File: config.mk
export PLATFORM = sky130hd
export DESIGN_NAME = dram_refresh_sched
export DESIGN_NICKNAME = d
export VERILOG_FILES = /design/src/rtl/refsched_pkg.sv /design/src/rtl/refsched_span_cnt.sv /design/src/rtl/refsched_owed.sv /design/src/rtl/refsched_sr_clock.sv /design/src/rtl/dram_refresh_sched.sv
export SDC_FILE = /design/constraint.sdc
export NUM_CORES = 1
export LEC_CHECK = 0
export ABC_AREA = 1
export BUFFER_PORTS_ARGS = -buffer_cell sky130_fd_sc_hd__buf_2
export CORE_MARGIN = 10
export CORE_UTILIZATION = 56
export DETAILED_ROUTE_END_ITERATION = 8
export MAX_ROUTING_LAYER = met4
export PLACE_DENSITY_LB_ADDON = 0.1
export SETUP_SLACK_MARGIN = 0.4
export SYNTH_ARGS = -nofsm -noshare
export SYNTH_HDL_FRONTEND = slang
export SYNTH_HIERARCHICAL = 1
export SYNTH_SLANG_ARGS = --single-unit
File: constraint.sdc
create_clock -name clk -period 2.1 [get_ports clk]
set_input_delay 0.105 -clock clk [delete_from_list [all_inputs] [get_ports clk]]
set_output_delay 0.105 -clock clk [all_outputs]
set_load 0.02 [all_outputs]
File: src/rtl/refsched_pkg.sv
// Shared types and helpers for the refresh scheduler.
// Assumes: nothing beyond IEEE 1800-2017.
package refsched_pkg;

    typedef enum logic [2:0] {
        ST_PAUSE   = 3'd0,
        ST_WARM    = 3'd1,
        ST_RUN     = 3'd2,
        ST_SR_PRE  = 3'd3,
        ST_SR_ON   = 3'd4,
        ST_SR_POST = 3'd5
    } rs_state_e;

    // Counter width that never collapses to zero bits.
    function automatic int unsigned width_of(input int unsigned v);
        return (v < 2) ? 1 : $clog2(v);
    endfunction

endpackage

File: src/rtl/refsched_span_cnt.sv
// Interval counter: counts enabled cycles and flags every LIMIT-th one.
// The count is cleared while disabled and wraps after the flag, so the
//   flag recurs on a fixed grid independent of what the flag triggers.
// Assumes: LIMIT >= 1.
module refsched_span_cnt #(
    parameter int unsigned LIMIT = 16
) (
    input  logic clk,
    input  logic rst_n,
    input  logic en,
    output logic done
);
    import refsched_pkg::*;

    localparam int unsigned W = width_of(LIMIT);
    localparam logic [W-1:0] LAST = W'(LIMIT - 1);

    logic [W-1:0] cnt;

    // Advance while enabled, wrap at the last count, clear when idle.
    always_ff @(posedge clk) begin
        if (!rst_n || !en) begin
            cnt <= '0;
        end else if (cnt == LAST) begin
            cnt <= '0;
        end else begin
            cnt <= cnt + 1'b1;
        end
    end

    assign done = en && (cnt == LAST);

endmodule

File: src/rtl/refsched_owed.sv
// Owed-refresh account: adds one on each interval tick, removes one on
//   each accepted grant, saturates at OWED_MAX and never underflows.
// Assumes: clr has priority; tick and take may coincide.
module refsched_owed #(
    parameter int unsigned OWED_MAX = 8
) (
    input  logic clk,
    input  logic rst_n,
    input  logic clr,
    input  logic tick,
    input  logic take,
    output logic pending
);
    import refsched_pkg::*;

    localparam int unsigned OW = width_of(OWED_MAX + 1);
    localparam logic [OW-1:0] TOP = OW'(OWED_MAX);

    logic [OW-1:0] owed;
    logic          add, sub;

    // Decide this cycle's increment and decrement with guards.
    always_comb begin
        add = tick && (owed != TOP);
        sub = take && (owed != '0);
    end

    // Hold the number of refreshes still owed.
    always_ff @(posedge clk) begin
        if (!rst_n || clr) begin
            owed <= '0;
        end else if (add && !sub) begin
            owed <= owed + 1'b1;
        end else if (sub && !add) begin
            owed <= owed - 1'b1;
        end
    end

    assign pending = (owed != '0);

    // the account never exceeds its ceiling.
    assert_owed_ceiling_R5: assert property (@(posedge clk) disable iff (!rst_n)
        owed <= TOP);

    // taking the last owed refresh with no new tick empties the account.
    assert_owed_drain_R5: assert property (@(posedge clk) disable iff (!rst_n)
        (!clr && take && !tick && owed == OW'(1)) |=> !pending);

endmodule

File: src/rtl/refsched_sr_clock.sv
// Self-refresh duration meter: counts cycles while enabled and saturates,
//   reporting whether the long-duration threshold has been reached.
// Assumes: LONG_CYC >= 1; cleared whenever self refresh is not held.
module refsched_sr_clock #(
    parameter int unsigned LONG_CYC = 100
) (
    input  logic clk,
    input  logic rst_n,
    input  logic en,
    output logic long_hit
);
    import refsched_pkg::*;

    localparam int unsigned W = width_of(LONG_CYC);
    localparam logic [W-1:0] SAT = W'(LONG_CYC - 1);

    logic [W-1:0] cnt;

    // Count held cycles up to the saturation point.
    always_ff @(posedge clk) begin
        if (!rst_n || !en) begin
            cnt <= '0;
        end else if (cnt != SAT) begin
            cnt <= cnt + 1'b1;
        end
    end

    assign long_hit = (cnt == SAT);

endmodule

File: src/rtl/dram_refresh_sched.sv
// Top of the DRAM initialization and refresh scheduler.
// Sequence: power-up pause, warm-up refreshes, periodic distributed
//   refresh, and self refresh bracketed by refresh groups on both sides.
// Assumes: the access sequencer performs one refresh cycle per accepted
//   grant (ref_req && ref_gnt on a clock edge); request inputs are
//   one-cycle pulses synchronous to clk. Defaults follow CLK_MHZ; set
//   BRACKET_REFS to the row count for burst-style bracketing.
module dram_refresh_sched #(
    parameter int unsigned CLK_MHZ      = 100,
    parameter int unsigned PAUSE_CYC    = CLK_MHZ * 200,
    parameter int unsigned REF_INT_CYC  = (CLK_MHZ * 156) / 10,
    parameter int unsigned LONG_SR_CYC  = CLK_MHZ * 100,
    parameter int unsigned WARMUP_REFS  = 8,
    parameter int unsigned BRACKET_REFS = 1,
    parameter int unsigned OWED_MAX     = 8
) (
    input  logic clk,
    input  logic rst_n,
    input  logic sr_enter_req,
    input  logic sr_exit_req,
    input  logic ref_gnt,
    output logic ref_req,
    output logic ready,
    output logic sr_active,
    output logic long_pre
);
    import refsched_pkg::*;

    localparam int unsigned GMAX = (WARMUP_REFS > BRACKET_REFS) ? WARMUP_REFS : BRACKET_REFS;
    localparam int unsigned GW   = width_of(GMAX + 1);
    localparam logic [GW-1:0] WARM_LAST = GW'(WARMUP_REFS - 1);
    localparam logic [GW-1:0] BRKT_LAST = GW'(BRACKET_REFS - 1);

    rs_state_e     state, state_n;
    logic [GW-1:0] gcnt, gcnt_n;
    logic          pause_done, int_tick, owed_pend, long_hit, gnt_ok;

    // Power-up pause timer, running only during the pause.
    refsched_span_cnt #(.LIMIT(PAUSE_CYC)) u_pause (
        .clk(clk), .rst_n(rst_n), .en(state == ST_PAUSE), .done(pause_done)
    );

    // Distributed interval timer, free-running on its grid in normal run.
    refsched_span_cnt #(.LIMIT(REF_INT_CYC)) u_interval (
        .clk(clk), .rst_n(rst_n), .en(state == ST_RUN), .done(int_tick)
    );

    // Owed refreshes, cleared outside normal run where groups take over.
    refsched_owed #(.OWED_MAX(OWED_MAX)) u_owed (
        .clk(clk), .rst_n(rst_n), .clr(state != ST_RUN),
        .tick(int_tick), .take(gnt_ok), .pending(owed_pend)
    );

    // Self-refresh duration meter.
    refsched_sr_clock #(.LONG_CYC(LONG_SR_CYC)) u_srclk (
        .clk(clk), .rst_n(rst_n), .en(state == ST_SR_ON), .long_hit(long_hit)
    );

    assign gnt_ok = ref_req && ref_gnt;

    // Request and status decode from the current phase.
    always_comb begin
        unique case (state)
            ST_WARM, ST_SR_PRE, ST_SR_POST: ref_req = 1'b1;
            ST_RUN:                         ref_req = owed_pend;
            default:                        ref_req = 1'b0;
        endcase
        ready     = (state == ST_RUN);
        sr_active = (state == ST_SR_ON);
    end

    // Phase sequencing and group grant counting.
    always_comb begin
        state_n = state;
        gcnt_n  = gcnt;
        unique case (state)
            ST_PAUSE: if (pause_done) state_n = ST_WARM;
            ST_WARM: if (gnt_ok) begin
                if (gcnt == WARM_LAST) begin
                    state_n = ST_RUN;
                    gcnt_n  = '0;
                end else begin
                    gcnt_n = gcnt + 1'b1;
                end
            end
            ST_RUN: if (sr_enter_req) state_n = ST_SR_PRE;
            ST_SR_PRE: if (gnt_ok) begin
                if (gcnt == BRKT_LAST) begin
                    state_n = ST_SR_ON;
                    gcnt_n  = '0;
                end else begin
                    gcnt_n = gcnt + 1'b1;
                end
            end
            ST_SR_ON: if (sr_exit_req) state_n = ST_SR_POST;
            ST_SR_POST: if (gnt_ok) begin
                if (gcnt == BRKT_LAST) begin
                    state_n = ST_RUN;
                    gcnt_n  = '0;
                end else begin
                    gcnt_n = gcnt + 1'b1;
                end
            end
            default: state_n = ST_PAUSE;
        endcase
    end

    // Phase and grant-count registers.
    always_ff @(posedge clk) begin
        if (!rst_n) begin
            state <= ST_PAUSE;
            gcnt  <= '0;
        end else begin
            state <= state_n;
            gcnt  <= gcnt_n;
        end
    end

    // Long-precharge flag: set at a long self-refresh exit, cleared by next grant.
    always_ff @(posedge clk) begin
        if (!rst_n) begin
            long_pre <= 1'b0;
        end else if (state == ST_SR_ON && sr_exit_req && long_hit) begin
            long_pre <= 1'b1;
        end else if (gnt_ok) begin
            long_pre <= 1'b0;
        end
    end

    // a raised request is not withdrawn without an accepted grant.
    assert_req_held_R4: assert property (@(posedge clk) disable iff (!rst_n)
        (ref_req && !ref_gnt) |=> ref_req);

    // ready only appears on the edge that accepts a grant.
    assert_ready_on_grant_R2: assert property (@(posedge clk) disable iff (!rst_n)
        $rose(ready) |-> $past(ref_gnt));

    // no refresh is requested while self refresh holds.
    assert_sr_quiet_R9: assert property (@(posedge clk) disable iff (!rst_n)
        sr_active |-> !ref_req);

    // the long-precharge flag only rises out of self refresh.
    assert_long_after_sr_R8: assert property (@(posedge clk) disable iff (!rst_n)
        $rose(long_pre) |-> $past(sr_active));

    // self refresh is only left toward a phase that requests refresh.
    assert_exit_brackets_R7: assert property (@(posedge clk) disable iff (!rst_n)
        $fell(sr_active) |-> (ref_req && !ready));

endmodule

# Word-level counts from Yosys, hierarchy flattened
# Index checks and enable logic that the tools add are counted.
[word_totals] register_bits=52 output_inout_bits=4
[op_classes] add_sub_neg=6 eq_ne=22 n_mux=20 reduce_logical=31
[op_table] op="3-bit two-way mux" n=9
[op_table] op="4-bit two-way mux" n=6
[op_table] op="3-bit one-hot mux with 6 select lines" n=1
[op_table] op="15-bit by 1-bit adder with 15-bit output, second input constant" n=1
[op_table] op="15-bit equality test, second input constant" n=1
[op_table] op="14-bit by 1-bit adder with 14-bit output, second input constant" n=1
[op_table] op="14-bit equality test, second input constant" n=1
[op_table] op="14-bit inequality test, second input constant" n=1
[op_table] op="2-bit inequality test, second input constant" n=6
[op_table] op="11-bit by 1-bit adder with 11-bit output, second input constant" n=1
[op_table] op="11-bit equality test, second input constant" n=1
[op_table] op="1-bit logical AND" n=9
[op_table] op="9-bit AND reduction" n=1
[op_table] op="4-bit by 1-bit adder with 4-bit output, second input constant" n=2
[op_table] op="2-bit by 1-bit inequality test with 1-bit output, second input constant" n=4
[op_table] op="4-bit one-hot mux with 2 select lines" n=1
[op_table] op="3-bit by 2-bit equality test with 1-bit output, second input constant" n=2
[op_table] op="3-bit equality test, second input constant" n=2
[op_table] op="1-bit logical NOT" n=6
[op_table] op="2-bit nonzero test" n=3
[op_table] op="2-bit OR reduction" n=3
[op_table] op="4-bit by 3-bit equality test with 1-bit output, second input constant" n=1
[op_table] op="4-bit logical NOT" n=1
[op_table] op="1-bit logical OR" n=4
[op_table] op="other kinds (10)" n=11

# Longest topological paths before layout
# Gate-level depths: netlist of the first run.
[depth] depth_word=8 depth_mapped=18 mapped_depth_nobuf=17

# Cells and area by module
# The synthesis of the first run kept the hierarchy.
[modules_own_cells] mod="refsched_span_cnt (u_pause)" n_inst=1 cells_per_inst=115 area_per_inst_um2=782.0 seq_area_each_um2=300.3
[modules_own_cells] mod="refsched_sr_clock" n_inst=1 cells_per_inst=114 area_per_inst_um2=752.0 seq_area_each_um2=280.3
[modules_own_cells] mod="dram_refresh_sched" n_inst=1 cells_per_inst=95 area_per_inst_um2=608.1 seq_area_each_um2=160.2
[modules_own_cells] mod="refsched_span_cnt (u_interval)" n_inst=1 cells_per_inst=81 area_per_inst_um2=598.1 seq_area_each_um2=220.2
[modules_own_cells] mod="refsched_owed" n_inst=1 cells_per_inst=44 area_per_inst_um2=299.0 seq_area_each_um2=80.1

# Worst setup path after synthesis of the first run
# Ideal clock, no wire load.
[synth_path] kind="reg-to-reg" startpoint="register state[1]" endpoint="register u_owed.owed[3]" setup_ns=0.109 arrival_time_ns=2.082 path_slack_ns=-0.091 path_stages_with_launch=15 n_path_buf=0 path_cell_list="dfxtp_1 -> inv_2 -> nor2_4 -> nand2_1 -> inv_1 -> and3_1 -> o21a_1 -> ha_1 -> inv_1 -> ha_1 -> or2_1 -> nand3_1 -> nand3_1 -> nand2_1 -> inv_1"
[synth_via] elab_cells_between_ends=18 cone_classes="eq/ne: 5; mux: 2; reduce/logical: 11"
[synth_lines] item="from (decl)" line_no="dram_refresh_sched.sv:34" rtl="rs_state_e state, state_n;"
[synth_lines] item="from (signal assigned)" line_no="dram_refresh_sched.sv:114" rtl="state <= state_n;"
[synth_lines] item="3-bit by 2-bit equality test with 1-bit output *"
[synth_lines] item="net ready" line_no="dram_refresh_sched.sv:23" rtl="output logic ready,"
[synth_lines] item="1-bit logical AND *" line_no="refsched_span_cnt.sv:31" rtl="assign done = en && (cnt == LAST);"
[synth_lines] item="net int_tick" line_no="dram_refresh_sched.sv:36" rtl="logic pause_done, int_tick, owed_pend, long_hit, gnt_ok;"
[synth_lines] item="1-bit logical AND *" line_no="refsched_owed.sv:24" rtl="add = tick && (owed != TOP);"
[synth_lines] item="1-bit logical NOT" line_no="refsched_owed.sv:34" rtl="end else if (sub && !add) begin"
[synth_lines] item="1-bit logical AND" line_no="refsched_owed.sv:34"
[synth_lines] item="2-bit nonzero test (no line)"
[synth_lines] item="to (signal assigned)" line_no="refsched_owed.sv:33" rtl="owed <= owed + 1'b1;"
[synth_lines] item="to (signal assigned)" line_no="refsched_owed.sv:35" rtl="owed <= owed - 1'b1;"
[synth_lines] item="to (decl)" line_no="refsched_owed.sv:19" rtl="logic [OW-1:0] owed;"
# Mark *: on every way through the listed nets, which the timed path passes. The rest lies on a longest branch.
# A chain may end at the register's enable or synchronous reset.

# Worst setup path in the final report of the first run
[layout_path] startpoint="register u_owed.owed[1]" endpoint="register u_owed.owed[1]"
[layout_via] elab_chain_len=7 elab_cells_between_ends=15 cone_classes="add/sub: 2; eq/ne: 1; mux: 3; reduce/logical: 9"
[layout_rtl] item="4-bit nonzero test *" line_no="refsched_owed.sv:39" rtl="assign pending = (owed != '0);"
[layout_rtl] item="net owed_pend" line_no="dram_refresh_sched.sv:36"
[layout_rtl] item="1-bit one-hot mux with 2 select lines *" line_no="dram_refresh_sched.sv:63" rtl="unique case (state)"
[layout_rtl] item="1-bit logical AND *" line_no="dram_refresh_sched.sv:59" rtl="assign gnt_ok = ref_req && ref_gnt;"
[layout_rtl] item="net gnt_ok" line_no="dram_refresh_sched.sv:36"
[layout_rtl] item="1-bit logical AND *" line_no="refsched_owed.sv:25" rtl="sub = take && (owed != '0);"
[layout_rtl] item="1-bit logical NOT" line_no="refsched_owed.sv:32" rtl="end else if (add && !sub) begin"
[layout_rtl] item="1-bit logical AND" line_no="refsched_owed.sv:32"
[layout_rtl] item="4-bit two-way mux or 2-bit nonzero test (tied branches)"
# Mark *: on every way through the listed nets, which the timed path passes. The rest lies on a longest branch. The select of a mux whose other input is x is not followed.

==> impl_results.md, run 1 <==
- Status: finished, final reports clean
- Count leader, synth: nand2_1
- Fin nets: between 400 and 500
- Worst R2R Path Depth: 12
- Power Density: 461 nW/um^2
- Instance area after placement: 3210 sq um
- Die area: around 8800 sq um
- Worst r2r src: u_owed/owed[1]
- Ys async rst share: 0%
- Initial antenna violation count: 0
- Ys Warns: 6
- DP HPWL: 4250 um
- Most common library cells after synthesis: nand2_1 (110), inv_1 (67), dfxtp_1 (52)
- Avg WL per Cell: about 11 um
- Vias in the first global route: 2570
- N_diodes: 0
- Total global routing overflow: 0
- Cells after synthesis: about 450
- Routed via count: 2709
- TritonCTS buffer count: 5
- Ys flop type: dfxtp_1
- Static leakage: 1.34 nW
- Pin count of the biggest net entering global routing: 16
- CTS tree: done
- Die H: 93.7 um
- Register-to-Register Setup Slack: 0.02 ns
- Syn Area/Cell: 6.77 sq um
- Final Hold Fails: 0
- Mapped cell area: roughly 3000 sq um
- Fin. max-slew vios: 0
- Max capacitance violation total: 0
- Synth area leaders: dfxtp_1 (34%), nand2_1 (14%), inv_1 (8.3%), nor2_1 (5.8%), nand3_1 (5.6%)
- Post-route DRC: 0
- Worst-Margin Slew: between 0.4 and 0.5 ns
- Area leader, netlist: dfxtp_1
- Crit path capture type: flop
- Sequential fraction of the synthesis area: 34.3%
- Worst-Skew Late Latency: 0.31 ns
- Final WL: a little under 6000 um
- Port bufs: 8
- Core ar.: 5170 sq um
- CTS Root Cell: clkbuf_8
- Kind of critical path: reg -> reg
- First DRT Iteration DRCs: 132
- Die width: approximately 94 um
- CP Launch Type: flop
- RSZ-0062 raised after global routing: true
- Clk_skew: 0.0126 ns
- Final min period: 2.08 ns
- Worst Path Required: 2.32 ns
- GR Util All Layers: about 15%
- Hold Path Depth: 3
- Clock transition at path regs: ~0.10 ns
- Share of post-route cells with drive strength above 1: approximately 24%
- Final period util: 99.0%
- Initial Util: between 50% and 60%
- Clock sink count: 52
- FF+latch count, synth: 52
- Critical Path Fanout Max: 4
- DR vias/cell: 4.94
- Synth cell types: 34
- Syn_nets: 463
- Top achievable clock speed: 481 MHz
- Synth top area share: 34.3%
- Gpl congestion: 0.912
- Clock Path Buffers: 2
- H-tree depth: 2
- Worst hold path type: in -> reg
- Post-synth EDFFs: 0
- R2r endpoint: u_owed/owed[1]
- Synth-to-Final Area Change: 13.8%
- Post-route cell area: 3460 sq um
- Row count: 26
- Crit. Startpoint: u_owed/owed[1]
- Pre-antenna DRT Iters: 5
- DRT antenna net count: 0
- # fillers: roughly 440
- IO Pins: 9
- CTS Hold Bufs: 0
- Crit path DAT: 2.30 ns
- Setup violators final: 0
- Peak VDD IR: roughly 0.00038 V
- Fin Hold WS: between 0.09 and 0.1 ns
- Worst Hold Launch: sr_exit_req
- Relative slew margins: between 70% and 80%
- Worst Hold End: long_pre
- Global-route wire length before repair: 10400 um
-- registers in the layout, summed over array words and instances (netlist names) --
register	cells
u_interval/cnt	11
long_pre	1
u_owed/owed	4
u_pause/cnt	15
u_srclk/cnt	14
gcnt	4
state	3
-- through the flow --
step | power (mW) | utilization, % | setup slack [ns] | instances | TNS (ns)
2_1_floorplan | 1.03 | - | 0.0826 | 449 | 0
3_3_place_gp | 1.04 | 62.1 | 0.0656 | 531 | 0
3_5_place_dp | 1.04 | 62.1 | -0.00481 | 531 | -0.00481
4_1_cts | 1.62 | 65.2 | 0.00692 | 544 | 0
5_1_grt | 1.66 | 66.8 | -0.122 | 548 | -0.260
6_report | 1.60 | 66.8 | 0.0208 | 548 | 0
-- area by class of cell --
cell class / instances / area (sq um) / area share (%)
Tap cell: 70 / 87.6 / 2.53
Timing Repair Buffer: 26 / 175 / 5.07
Sequential cell: 52 / 1060 / 30.8
Inverter: 73 / 277 / 8.00
Clock buffer: 7 / 76.3 / 2.21
Multi-Input combinational cell: 319 / 1770 / 51.2
Clock inverter: 1 / 8.76 / 0.253
-- critical path: stages, from the launching register on --
cell	delay, ns
dfxtp_2	0.34
inv_2	0.05
nand4_1	0.12
or2_1	0.26
and2_4	0.14
nand2_2	0.06
inv_2	0.03
nand2_2	0.06
ha_4	0.15
inv_4	0.05
fa_2	0.51
nor2_1	0.04
a211oi_1	0.17
-- per-layer routing --
metal	global-route usage, %	vias to the layer above	wire length (um)	share of wire (%)
met1	15.9	1209	2700	46
met5	-	-	0	0
met2	25.3	41	2960	50
met4	5.44	0	44	0.74
li1	-	1455	-	-
met3	2.96	4	215	3.6
-- kinds of logic (layout without fill, tap and decap cells) --
logic type | count (synthesis) | after routing | share of synthesized area [%]
AO/OA/AOI/OAI | 44 | 44 | 8.15
XOR/XNOR | 12 | 12 | 3.46
adder cells (fa/ha/maj) | 9 | 9 | 3.95
buffers and inverters | 78 | 107 | 10.7
flip-flops | 52 | 52 | 34.3
AND/OR/NAND/NOR | 254 | 254 | 39.5
-- power by group --
group	switching, mW	internal [mW]	leakage (nW)
clock	0.331	0.239	0.0424
combinational	0.0188	0.0132	0.876
sequential	0.00623	0.988	0.426
total	0.356	1.24	1.34
-- worst max path at each step --
stage	slack (ns)	endpoint
floorplan	0.08	u_owed/owed[1]
global placement	0.07	u_owed/owed[1]
detailed placement	-0.005	u_owed/owed[1]
CTS	0.007	u_owed/owed[1]
global route	-0.12	u_owed/owed[3]
finish	0.02	u_owed/owed[1]
-- cells in the final DEF, fill, tap and decap left out, types with 3 or more instances in the layout --
master and n:
a21oi_1 26, a21oi_2 6, buf_2 8, buf_4 18, clkbuf_8 5, dfxtp_1 40
dfxtp_2 9, dfxtp_4 3, ha_1 4, ha_4 3, inv_1 58, inv_2 14
nand2_1 107, nand2_2 12, nand3_1 32, nand3_2 6, nand3b_1 4, nand4_1 11
nor2_1 46, nor2_2 14, nor2_4 7, nor3_1 4, o21ai_0 7, o21ai_1 3
xnor2_1 5, xor2_1 7
-- repair_timing --
| item | in CTS | in global routing |
|---|---|---|
| endpoints found under the setup margin | 7 | 8 |
| gates resized for setup | 8 | 19 |
| buffers inserted | 5 | 4 |
| pin swaps | 8 | 17 |
Note: power is estimated with default switching activity, not from simulation.
==> run 2, diff against run 1 <==
--- a/config.mk
+++ b/config.mk
@@ -12,6 +12,7 @@
 export DETAILED_ROUTE_END_ITERATION = 8
 export MAX_ROUTING_LAYER = met4
 export PLACE_DENSITY_LB_ADDON = 0.1
+export RECOVER_POWER = 50
 export SETUP_SLACK_MARGIN = 0.4
 export SYNTH_ARGS = -nofsm -noshare
 export SYNTH_HDL_FRONTEND = slang
==> impl_results.md, run 2 (synthesis results as in run 1) <==
- First DRT Iteration DRCs: 143 (+8.3%)
- Post-route cell area: 3410 sq um (-1.4%)
- Synth-to-Final Area Change: 12.1%
- Worst hold path type: in -> reg
- GR Util All Layers: 14.5% (unchanged)
- Worst-Skew Late Latency: 0.30 ns (about the same)
- Clk_skew: 0.0121 ns (-0.000476 ns)
- Routed via count: 2698 (-0.41%)
- Initial Util: 58.8% (unchanged)
- CTS Root Cell: clkbuf_8
- Port bufs: 8 (unchanged)
- DRT antenna net count: 0 (unchanged)
- Clock sink count: 52 (unchanged)
- Pint: 1.24 mW (-0.19%)
- Relative slew margins: 66.6% (-5.5 points)
- Initial antenna violation count: 0 (unchanged)
- Clock transition at path regs: 0.10 ns (about the same)
- Crit path DAT: 2.30 ns (about the same)
- Post-route DRC: 0 (unchanged)
- Static leakage: 1.34 nW (-0.50%)
- Setup TNS Final: 0 ns (unchanged)
- Clock Path Buffers: 2 (unchanged)
- Top achievable clock speed: 481 MHz (about the same)
- Pre-antenna DRT Iters: 4 (-1)
- # fillers: 448 (+2.5%)
- Global-route wire length before repair: 10400 um (unchanged)
- Total power draw: 1.59 mW (-0.34%)
- CTS tree: done
- Kind of critical path: reg -> reg
- Commonest non-fill, non-tap cells in the layout: nand2_1 (109), inv_1 (59), nor2_1 (47)
- R2r endpoint: u_owed/owed[1]
- DR vias/cell: 4.92 (-0.41%)
- IO Pins: 9 (unchanged)
- Hold Path Depth: 3 (unchanged)
- Most common cell after layout, fill and taps aside: nand2_1
- Die width: 93.7 um (unchanged)
- Final period util: 99.1% (about the same)
- Cells after DPL: 531 (unchanged)
- Largest reg by FF count: u_pause/cnt
- Fin nets: 491 (unchanged)
- Max reg flops: 15 (unchanged)
- Final WL: 5890 um (-0.66%)
- Worst R2R Path Depth: 12 (unchanged)
- Power Density: 467 nW/um^2 (+1.1%)
- Crit. Startpoint: u_owed/owed[1]
- Core ar.: 5170 sq um (unchanged)
- NetSw: 0.352 mW (-0.88%)
- Final Hold Fails: 0 (unchanged)
- Largest registers in the final layout: u_pause/cnt: 15 flops, u_srclk/cnt: 14 flops, u_interval/cnt: 11 flops
- Sw frac: 22.2% (-0.12 points)
- DP HPWL: 4250 um (unchanged)
- TritonCTS buffer count: 5 (unchanged)
- Worst Path Required: 2.32 ns (about the same)
- Gpl congestion: 0.912 (unchanged)
- Crit path capture type: flop
- H-tree depth: 2 (unchanged)
- Die area: 8770 sq um (unchanged)
- Worst Hold Launch: sr_exit_req
- Vias in the first global route: 2570 (unchanged)
- Non-filler cells, final: 548 (unchanged)
- Worst Hold End: long_pre
- Worst r2r src: u_owed/owed[1]
- Max capacitance violation total: 0 (unchanged)
- CP Launch Type: flop
- Setup violators final: 0 (unchanged)
- Die H: 93.7 um (unchanged)
- Final min period: 2.08 ns (+0.000882 ns)
- Total global routing overflow: 0 (unchanged)
- Worst-Margin Slew: 0.499 ns (+0.0830 ns)
- Clock share of power: 35.8% (about the same)
- Peak VDD IR: 0.000376 V (about the same)
- CTS Hold Bufs: 0 (unchanged)
- RSZ-0062 raised after global routing: true
- Status: finished, final reports clean
- Register-to-Register Setup Slack: 0.02 ns (about the same)
- Fin. max-slew vios: 0 (unchanged)
- Critical Path Fanout Max: 4 (unchanged)
- Avg WL per Cell: 10.7 um (-0.66%)
- Share of post-route cells with drive strength above 1: 21.8% (-2.3 points)
- Seq pwr share: 62.4% (about the same)
- Row count: 26 (unchanged)
- Combinational share of power: 1.8% (-0.2 points)
- Pin count of the biggest net entering global routing: 16 (unchanged)
- N_diodes: 0 (unchanged)
- Instance area after placement: 3210 sq um (unchanged)
-- run 2: changes by cell type in the layout (fill, tap and decap cells not counted), moves of 2 or more --
| cell | before | now |
|---|---|---|
| nand2_1 | 107 | 109 |
| a21oi_1 | 26 | 29 |
| clkbuf_1 | 2 | 4 |
| a21oi_2 | 6 | 3 |
-- run 2: per-stage QoR --
stage | utilization [%] | setup WS [ns] | hold WS (ns)
global placement | 62.1 | 0.0656 | 0.399
CTS | 65.2 | 0.00692 | 0.0852
detailed placement | 62.1 | -0.00481 | 0.409
finish | 65.9 | 0.0199 | 0.0956
global route | 65.9 | -0.122 | 0.0917
floorplan | - | 0.0826 | 0.218
-- run 2: power by group through the flow --
stage | Clock (mW) | Combinational [mW] | Sequential [mW]
after floorplan | 0 | 0.0187 | 1.02
after global placement | 0 | 0.0273 | 1.02
after detailed placement | 0 | 0.0277 | 1.02
after CTS | 0.598 | 0.0304 | 0.996
after global routing | 0.631 | 0.0332 | 0.993
final | 0.569 | 0.0288 | 0.992
-- run 2: layer usage --
layer	up-vias	track usage, %	part of all wire, %
li1	1457	-	-
met1	1201	15.9	46
met2	36	25.3	50
met3	4	2.96	2.9
met4	0	5.44	0.75
met5	-	-	0
-- run 2: worst max path at each step --
stage / end / slack [ns] / depth (start not counted)
floorplan: u_owed/owed[1] / 0.08 / 12
global placement: u_owed/owed[1] / 0.07 / 10
detailed placement: u_owed/owed[1] / -0.005 / 12
CTS: u_owed/owed[1] / 0.007 / 12
global route: u_owed/owed[3] / -0.12 / 15
finish: u_owed/owed[1] / 0.02 / 12
-- run 2: final cells by class --
cell class	count	area, sq um	area share (%)
clock inverter	1	8.76	0.257
multi-input combinational	319	1730	50.7
inverter	73	277	8.12
sequential	52	1060	31.1
clock buffer	7	76.3	2.24
timing repair buffer	26	170	4.99
tap	70	87.6	2.57
-- run 2: critical path: stages, from the launching register on --
cell and delay, ns:
dfxtp_2 0.34, inv_2 0.05, nand4_1 0.12, or2_1 0.26, and2_4 0.14, nand2_2 0.06, inv_2 0.03, nand2_2 0.06
ha_4 0.15, inv_4 0.05, fa_2 0.51, nor2_1 0.04, a211oi_1 0.17
-- run 2: timing repair --
action | 4_1_cts | 5_1_grt
gates cloned | 0 | 0
gates resized for setup | 8 | 19
hold endpoints to repair | 0 | 0
setup endpoints to repair | 7 | 8
pin swaps | 8 | 17
setup buffers | 5 | 4
